### src/rtl/gs_pkg.sv
package gs_pkg;
    typedef enum logic [1:0] {
        ST_IDLE   = 2'd0,
        ST_SCAN   = 2'd1,
        ST_FINISH = 2'd2
    } gs_state_t;
endpackage

### src/rtl/gs_max_prio.sv
// Finds the highest priority among pending requests and flags the
// requests that sit at that level.
module gs_max_prio #(
    parameter int N  = 16,
    parameter int PW = 3
) (
    input  logic [N-1:0]    pending,
    input  logic [N*PW-1:0] prio,
    output logic [PW-1:0]   max_prio,
    output logic [N-1:0]    at_max
);
    always_comb begin
        max_prio = '0;
        for (int i = 0; i < N; i++) begin
            if (pending[i] && (prio[i*PW +: PW] > max_prio)) begin
                max_prio = prio[i*PW +: PW];
            end
        end
    end

    generate
        for (genvar g = 0; g < N; g++) begin : g_cand
            assign at_max[g] = pending[g] && (prio[g*PW +: PW] == max_prio);
        end
    endgenerate
endmodule

### src/rtl/gs_rr_pick.sv
// Picks the first candidate at or after the pointer, cyclically.
module gs_rr_pick #(
    parameter int N  = 16,
    parameter int IW = 4
) (
    input  logic [N-1:0]  cand,
    input  logic [IW-1:0] ptr,
    output logic          any,
    output logic [IW-1:0] idx,
    output logic [N-1:0]  onehot
);
    always_comb begin
        any    = 1'b0;
        idx    = '0;
        onehot = '0;
        for (int i = 0; i < N; i++) begin
            int j;
            j = int'(ptr) + i;
            if (j >= N) begin
                j = j - N;
            end
            if (!any && cand[j]) begin
                any       = 1'b1;
                idx       = IW'(j);
                onehot[j] = 1'b1;
            end
        end
    end
endmodule

### src/rtl/gs_order_list.sv
// Storage for the ordered grant list of one slot.
module gs_order_list #(
    parameter int N  = 16,
    parameter int IW = 4
) (
    input  logic          clk,
    input  logic          rst_n,
    input  logic          clear,
    input  logic          wr_en,
    input  logic [IW-1:0] wr_pos,
    input  logic [IW-1:0] wr_data,
    output logic [N*IW-1:0] list_flat
);
    generate
        for (genvar g = 0; g < N; g++) begin : g_slot
            logic [IW-1:0] entry_q;
            always_ff @(posedge clk or negedge rst_n) begin
                if (!rst_n) begin
                    entry_q <= '0;
                end else if (clear) begin
                    entry_q <= '0;
                end else if (wr_en && (wr_pos == IW'(g))) begin
                    entry_q <= wr_data;
                end
            end
            assign list_flat[g*IW +: IW] = entry_q;
        end
    endgenerate
endmodule

### src/rtl/tray_grant_sequencer.sv
module tray_grant_sequencer #(
    parameter int N  = 16,
    parameter int PW = 3,
    localparam int IW = (N > 1) ? $clog2(N) : 1,
    localparam int CW = $clog2(N + 1)
) (
    input  logic            clk,
    input  logic            rst_n,
    input  logic            start,
    input  logic [N-1:0]    req_valid,
    input  logic [N*PW-1:0] req_prio,
    output logic            busy,
    output logic            grant_strobe,
    output logic [N-1:0]    grant_onehot,
    output logic [IW-1:0]   grant_idx,
    output logic            done,
    output logic [CW-1:0]   grant_count,
    output logic [N*IW-1:0] order_list,
    output logic [IW-1:0]   rr_ptr
);
    import gs_pkg::*;

    gs_state_t state_q, state_d;

    logic [N-1:0]    pending_q;
    logic [N*PW-1:0] prio_q;
    logic [PW-1:0]   top_prio_q;
    logic [IW-1:0]   last_top_q;
    logic [IW-1:0]   ptr_q;
    logic [CW-1:0]   count_q;
    logic            strobe_q;
    logic [N-1:0]    onehot_q;
    logic [IW-1:0]   idx_q;

    logic [PW-1:0]   level;
    logic [N-1:0]    at_level;
    logic            pick_any;
    logic [IW-1:0]   pick_idx;
    logic [N-1:0]    pick_oh;

    gs_max_prio #(.N(N), .PW(PW)) u_max (
        .pending  (pending_q),
        .prio     (prio_q),
        .max_prio (level),
        .at_max   (at_level)
    );

    gs_rr_pick #(.N(N), .IW(IW)) u_pick (
        .cand   (at_level),
        .ptr    (ptr_q),
        .any    (pick_any),
        .idx    (pick_idx),
        .onehot (pick_oh)
    );

    logic capture;
    logic grant_now;
    assign capture   = (state_q == ST_IDLE) && start;
    assign grant_now = (state_q == ST_SCAN) && pick_any;

    gs_order_list #(.N(N), .IW(IW)) u_list (
        .clk       (clk),
        .rst_n     (rst_n),
        .clear     (capture),
        .wr_en     (grant_now),
        .wr_pos    (count_q[IW-1:0]),
        .wr_data   (pick_idx),
        .list_flat (order_list)
    );

    // Next-state logic
    always_comb begin
        state_d = state_q;
        unique case (state_q)
            ST_IDLE:   if (start) state_d = ST_SCAN;
            ST_SCAN:   if (!pick_any) state_d = ST_FINISH;
            ST_FINISH: state_d = ST_IDLE;
            default:   state_d = ST_IDLE;
        endcase
    end

    // State register
    always_ff @(posedge clk or negedge rst_n) begin
        if (!rst_n) begin
            state_q <= ST_IDLE;
        end else begin
            state_q <= state_d;
        end
    end

    // Datapath and registered outputs
    always_ff @(posedge clk or negedge rst_n) begin
        if (!rst_n) begin
            pending_q  <= '0;
            prio_q     <= '0;
            top_prio_q <= '0;
            last_top_q <= '0;
            ptr_q      <= '0;
            count_q    <= '0;
            strobe_q   <= 1'b0;
            onehot_q   <= '0;
            idx_q      <= '0;
        end else begin
            strobe_q <= 1'b0;
            onehot_q <= '0;
            unique case (state_q)
                ST_IDLE: begin
                    if (start) begin
                        pending_q <= req_valid;
                        prio_q    <= req_prio;
                        count_q   <= '0;
                    end
                end
                ST_SCAN: begin
                    if (pick_any) begin
                        pending_q <= pending_q & ~pick_oh;
                        strobe_q  <= 1'b1;
                        onehot_q  <= pick_oh;
                        idx_q     <= pick_idx;
                        count_q   <= count_q + CW'(1);
                        if (count_q == '0) begin
                            top_prio_q <= level;
                            last_top_q <= pick_idx;
                        end else if (level == top_prio_q) begin
                            last_top_q <= pick_idx;
                        end
                    end
                end
                ST_FINISH: begin
                    if (count_q != '0) begin
                        ptr_q <= (last_top_q == IW'(N - 1)) ? '0
                                                            : last_top_q + IW'(1);
                    end
                end
                default: begin
                    pending_q <= '0;
                end
            endcase
        end
    end

    assign busy         = (state_q != ST_IDLE);
    assign done         = (state_q == ST_FINISH);
    assign grant_strobe = strobe_q;
    assign grant_onehot = onehot_q;
    assign grant_idx    = idx_q;
    assign grant_count  = count_q;
    assign rr_ptr       = ptr_q;
endmodule

### config.mk
export PLATFORM = sky130hd
export DESIGN_NAME = tray_grant_sequencer
export DESIGN_NICKNAME = d
export VERILOG_FILES = /design/src/rtl/gs_pkg.sv /design/src/rtl/gs_max_prio.sv /design/src/rtl/gs_rr_pick.sv /design/src/rtl/gs_order_list.sv /design/src/rtl/tray_grant_sequencer.sv
export SDC_FILE = /design/constraint.sdc
export NUM_CORES = 1
export LEC_CHECK = 0
export ABC_AREA = 1
export BUFFER_PORTS_ARGS = -buffer_cell sky130_fd_sc_hd__buf_2
export CAP_MARGIN = 40
export CORE_MARGIN = 1.5
export CORE_UTILIZATION = 50
export CTS_CLUSTER_SIZE = 10
export DETAILED_ROUTE_END_ITERATION = 8
export PLACE_DENSITY = 0.76
export SYNTH_ARGS = -nofsm -noshare
export SYNTH_HDL_FRONTEND = slang
export SYNTH_SLANG_ARGS = --single-unit
### constraint.sdc
create_clock -name clk -period 45.4 [get_ports clk]
set_clock_uncertainty 0.05 [all_clocks]
set_input_delay 6.81 -clock clk [delete_from_list [all_inputs] [get_ports clk]]
set_output_delay 6.81 -clock clk [all_outputs]
set_load 0.02 [all_outputs]
==> results.txt <==
Syn Area/Cell: 6.34 um2
Least-Margin Pin Slew: 0.953 ns
Vias in the first global route: 14,800
Vias after detailed routing: 16,200
Post-cts sizing count: 0
Top-level I/O count: 163
Post-route ant nets: 0
Clock latency on the worst-skew pair: 0.45 ns
Cell variety after synth: 51
Syn_nets: 2,358
Die W: 172 um
Crit Path Category: flop to flop
CP endpoint kind: flop
Largest stage delay, worst path: 0.71 ns
Starting density of the core: 51.1%
# hold bufs at CTS: 0
Sequential Area: 4180 um2
Slew margin rel.: 36.3%
Met3 Use GR: 7.10%
CTS Buffer Depth: 2
Synth warn: 0
Post-synth EDFFs: 0
Synth async-reset ratio: 100%
Cell Area, Synth: 14,300 um2
Initial antenna violation count: 2
Critical Path Source Type: flop
Clk sinks: 167
Ratio of cells with drive above 1 in the final layout: 14.7%
Area delta synth->final: 10.9%
Worst-path clk slew: 0.07 ns
#FFs+latches synth: 167
Most Used Layer, Global Route: met2
Outcome: completed
Setup violations, final: 0
CP most frequent cell: nand2_2
Met2 Track Usage GR: 54.5%
Die area: 29,600 um2
IO Port Bufs: 162
Fin crit period: 21.17 ns
Num CTS Buffers: 17
Setup_tns: 0 ns
Final instance area: 15,800 um2
Tot GR Track Use: 35.3%
Area of the multi-input gates: 8610 um2
Critical path's slowest cell: nand2_1
CP max FO: 24
Die Height: 172 um
Drt total wl: 51,300 um
Seq/Total Area, Yosys: 29.3%
NumNets Final: 2,463
Pre-Repair DR Iteration Count: 6
First-iteration detailed-routing DRC count: 1,945
Fillers: 2,789
DR WL/cell: 18.7 um
Pin count of the biggest net entering global routing: 110
Std cell rows: 61
GR Overflow Total: 0
H-tree depth: 4
Fmax: 47.2 MHz
Final hold violation count: 0
Final GP Congestion: 0.989
Drc violations: 0
Met1 Use GR: 48.0%
Slew Limit Fails: 0
Worst Hold Class: flop to flop
Via density: 5.90
Cell Area, Placed: 15,200 um2
Core Region: 27,900 um2
Worst EP arrival: 21.51 ns
Mapped Cells: 2,250
CTS Root Cell: clkbuf_16
Fin crit share: 46.6%
Max Cap Violations: 0
First-pass GRT wire length: 81,000 um
Crit path required time: 45.74 ns
Synth Flop Type: dfrtp_1
RSZ-0062 raised after global routing: false
HPWL Detailed: 37,400 um
CTS tree: yes
Postcts setup bufs: 0
==> flip-flops by register name (all words and copies together), names as in the netlist <==
register,flops
rr_ptr,4
pending_q,16
grant_onehot,16
top_prio_q,3
last_top_q,4
u_list.g_slot.entry_q,64
grant_count,5
grant_idx,4
state_q,2
prio_q,48
grant_strobe,1
==> cells in the final DEF (no fill, tap or decap), drive strengths merged, types with 2 or more instances in the layout <==
cell type / Yosys / routed
a21oi: 50 / 50
a31oi: 21 / 21
and2: 2 / 2
buf: 46 / 186
bufinv: 0 / 2
clkbuf: 52 / 17
clkinv: 7 / 13
dfrtp: 167 / 167
ha: 41 / 41
inv: 229 / 235
nand2: 622 / 622
nand3: 410 / 410
nand4: 92 / 92
nor2: 345 / 345
nor3: 23 / 23
o21a: 11 / 11
o21ai: 98 / 98
o21bai: 2 / 2
o22ai: 6 / 6
o32ai: 6 / 6
or2: 7 / 7
xnor2: 4 / 4
xor2: 2 / 2
==> worst paths after layout <==
kind / end / from / cells after the start / slack, ns
min reg2reg: u_list.g_slot[15].entry_q[3]$_DFFE_PN0P_ / u_list.g_slot[15].entry_q[3]$_DFFE_PN0P_ / 2 / 0.43
max in group asynchronous: u_list.g_slot[0].entry_q[1]$_DFFE_PN0P_ / rst_n / 3 / 37.53
max: u_list.g_slot[14].entry_q[0]$_DFFE_PN0P_ / prio_q[1]$_DFFE_PN0P_ / 125 / 24.23
min: u_list.g_slot[15].entry_q[3]$_DFFE_PN0P_ / u_list.g_slot[15].entry_q[3]$_DFFE_PN0P_ / 2 / 0.43
max reg2reg: u_list.g_slot[14].entry_q[0]$_DFFE_PN0P_ / prio_q[1]$_DFFE_PN0P_ / 125 / 24.23
min in group asynchronous: prio_q[32]$_DFFE_PN0P_ / rst_n / 1 / 6.23
==> worst max-delay path: cells and delay by family (launching register included) <==
kind                       cells  cell delay (ns)
and+or+nand+nor               64             8.61
buffers and inverters         15             1.71
adders and majority gates     15             4.30
DFF                            1             0.35
AOI/OAI and AO/OA             31             5.99
==> per-stage QoR <==
| step | setup slack (ns) | util [%] | hold WS [ns] | cells |
|---|---|---|---|---|
| global route | 22.03 | 56.7 | 0.459 | 2745 |
| detailed placement | 24.57 | 54.5 | 0.418 | 2714 |
| finish | 24.23 | 56.7 | 0.434 | 2746 |
| floorplan | 27.95 | - | 0.406 | 2250 |
| CTS | 24.48 | 56.7 | 0.441 | 2745 |
| global placement | 24.84 | 54.0 | 0.410 | 2706 |
==> synthesized netlist by cell type, types with 3 or more instances <==
master | count | share of area, %
nor2_2 | 6 | 0.26
ha_1 | 41 | 3.6
nand2_1 | 560 | 15
o22ai_1 | 5 | 0.22
clkbuf_4 | 5 | 0.26
inv_1 | 216 | 5.7
buf_2 | 19 | 0.67
nor3_1 | 19 | 0.67
nand3_2 | 28 | 2.0
o32ai_1 | 6 | 0.37
buf_8 | 3 | 0.32
clkbuf_1 | 47 | 1.2
nor3_2 | 4 | 0.28
o21ai_0 | 92 | 3.2
nand2_2 | 53 | 2.3
nand4_1 | 89 | 3.9
a21oi_1 | 48 | 1.7
o21ai_1 | 5 | 0.18
nand2_4 | 7 | 0.55
a31oi_1 | 21 | 0.92
buf_6 | 13 | 1.0
or2_2 | 6 | 0.26
clkinv_1 | 7 | 0.18
buf_4 | 11 | 0.58
dfrtp_1 | 167 | 29
o21a_1 | 11 | 0.58
inv_2 | 11 | 0.29
nand3_1 | 382 | 13
nor2_1 | 335 | 8.8
xnor2_1 | 4 | 0.25
==> layout make-up <==
class                   instances  share of cell area, %
repair buffers                186                   6.76
multi-input cells            1747                   54.3
clock buffers                  17                   2.69
flip-flops and latches        167                   26.4
diodes                          1                 0.0158
well taps                     378                   2.99
clock inverters                14                   1.18
inverters                     236                   5.64
==> kinds of logic (layout without fill, tap and decap cells) <==
| logic type | count (synthesis) | count (layout) | synth area share, % |
|---|---|---|---|
| xor gates and xnor gates | 6 | 6 | 0.368 |
| adders and majority gates | 41 | 41 | 3.59 |
| AOI/OAI and AO/OA | 199 | 199 | 7.88 |
| other | 0 | 1 | 0 |
| and+or+nand+nor | 1501 | 1501 | 48.4 |
| buffers and inverters | 336 | 453 | 10.5 |
| DFF | 167 | 167 | 29.3 |
==> per-layer routing <==
| layer | up-vias | wire length (um) |
|---|---|---|
| met2 | 919 | 22700 |
| met3 | 125 | 5060 |
| met5 | - | 23 |
| met4 | 4 | 1830 |
| met1 | 7552 | 21700 |
| li1 | 7604 | - |
Power is not shown: default switching activity piles up to over one toggle a cycle in this logic, so the estimate is an artifact.
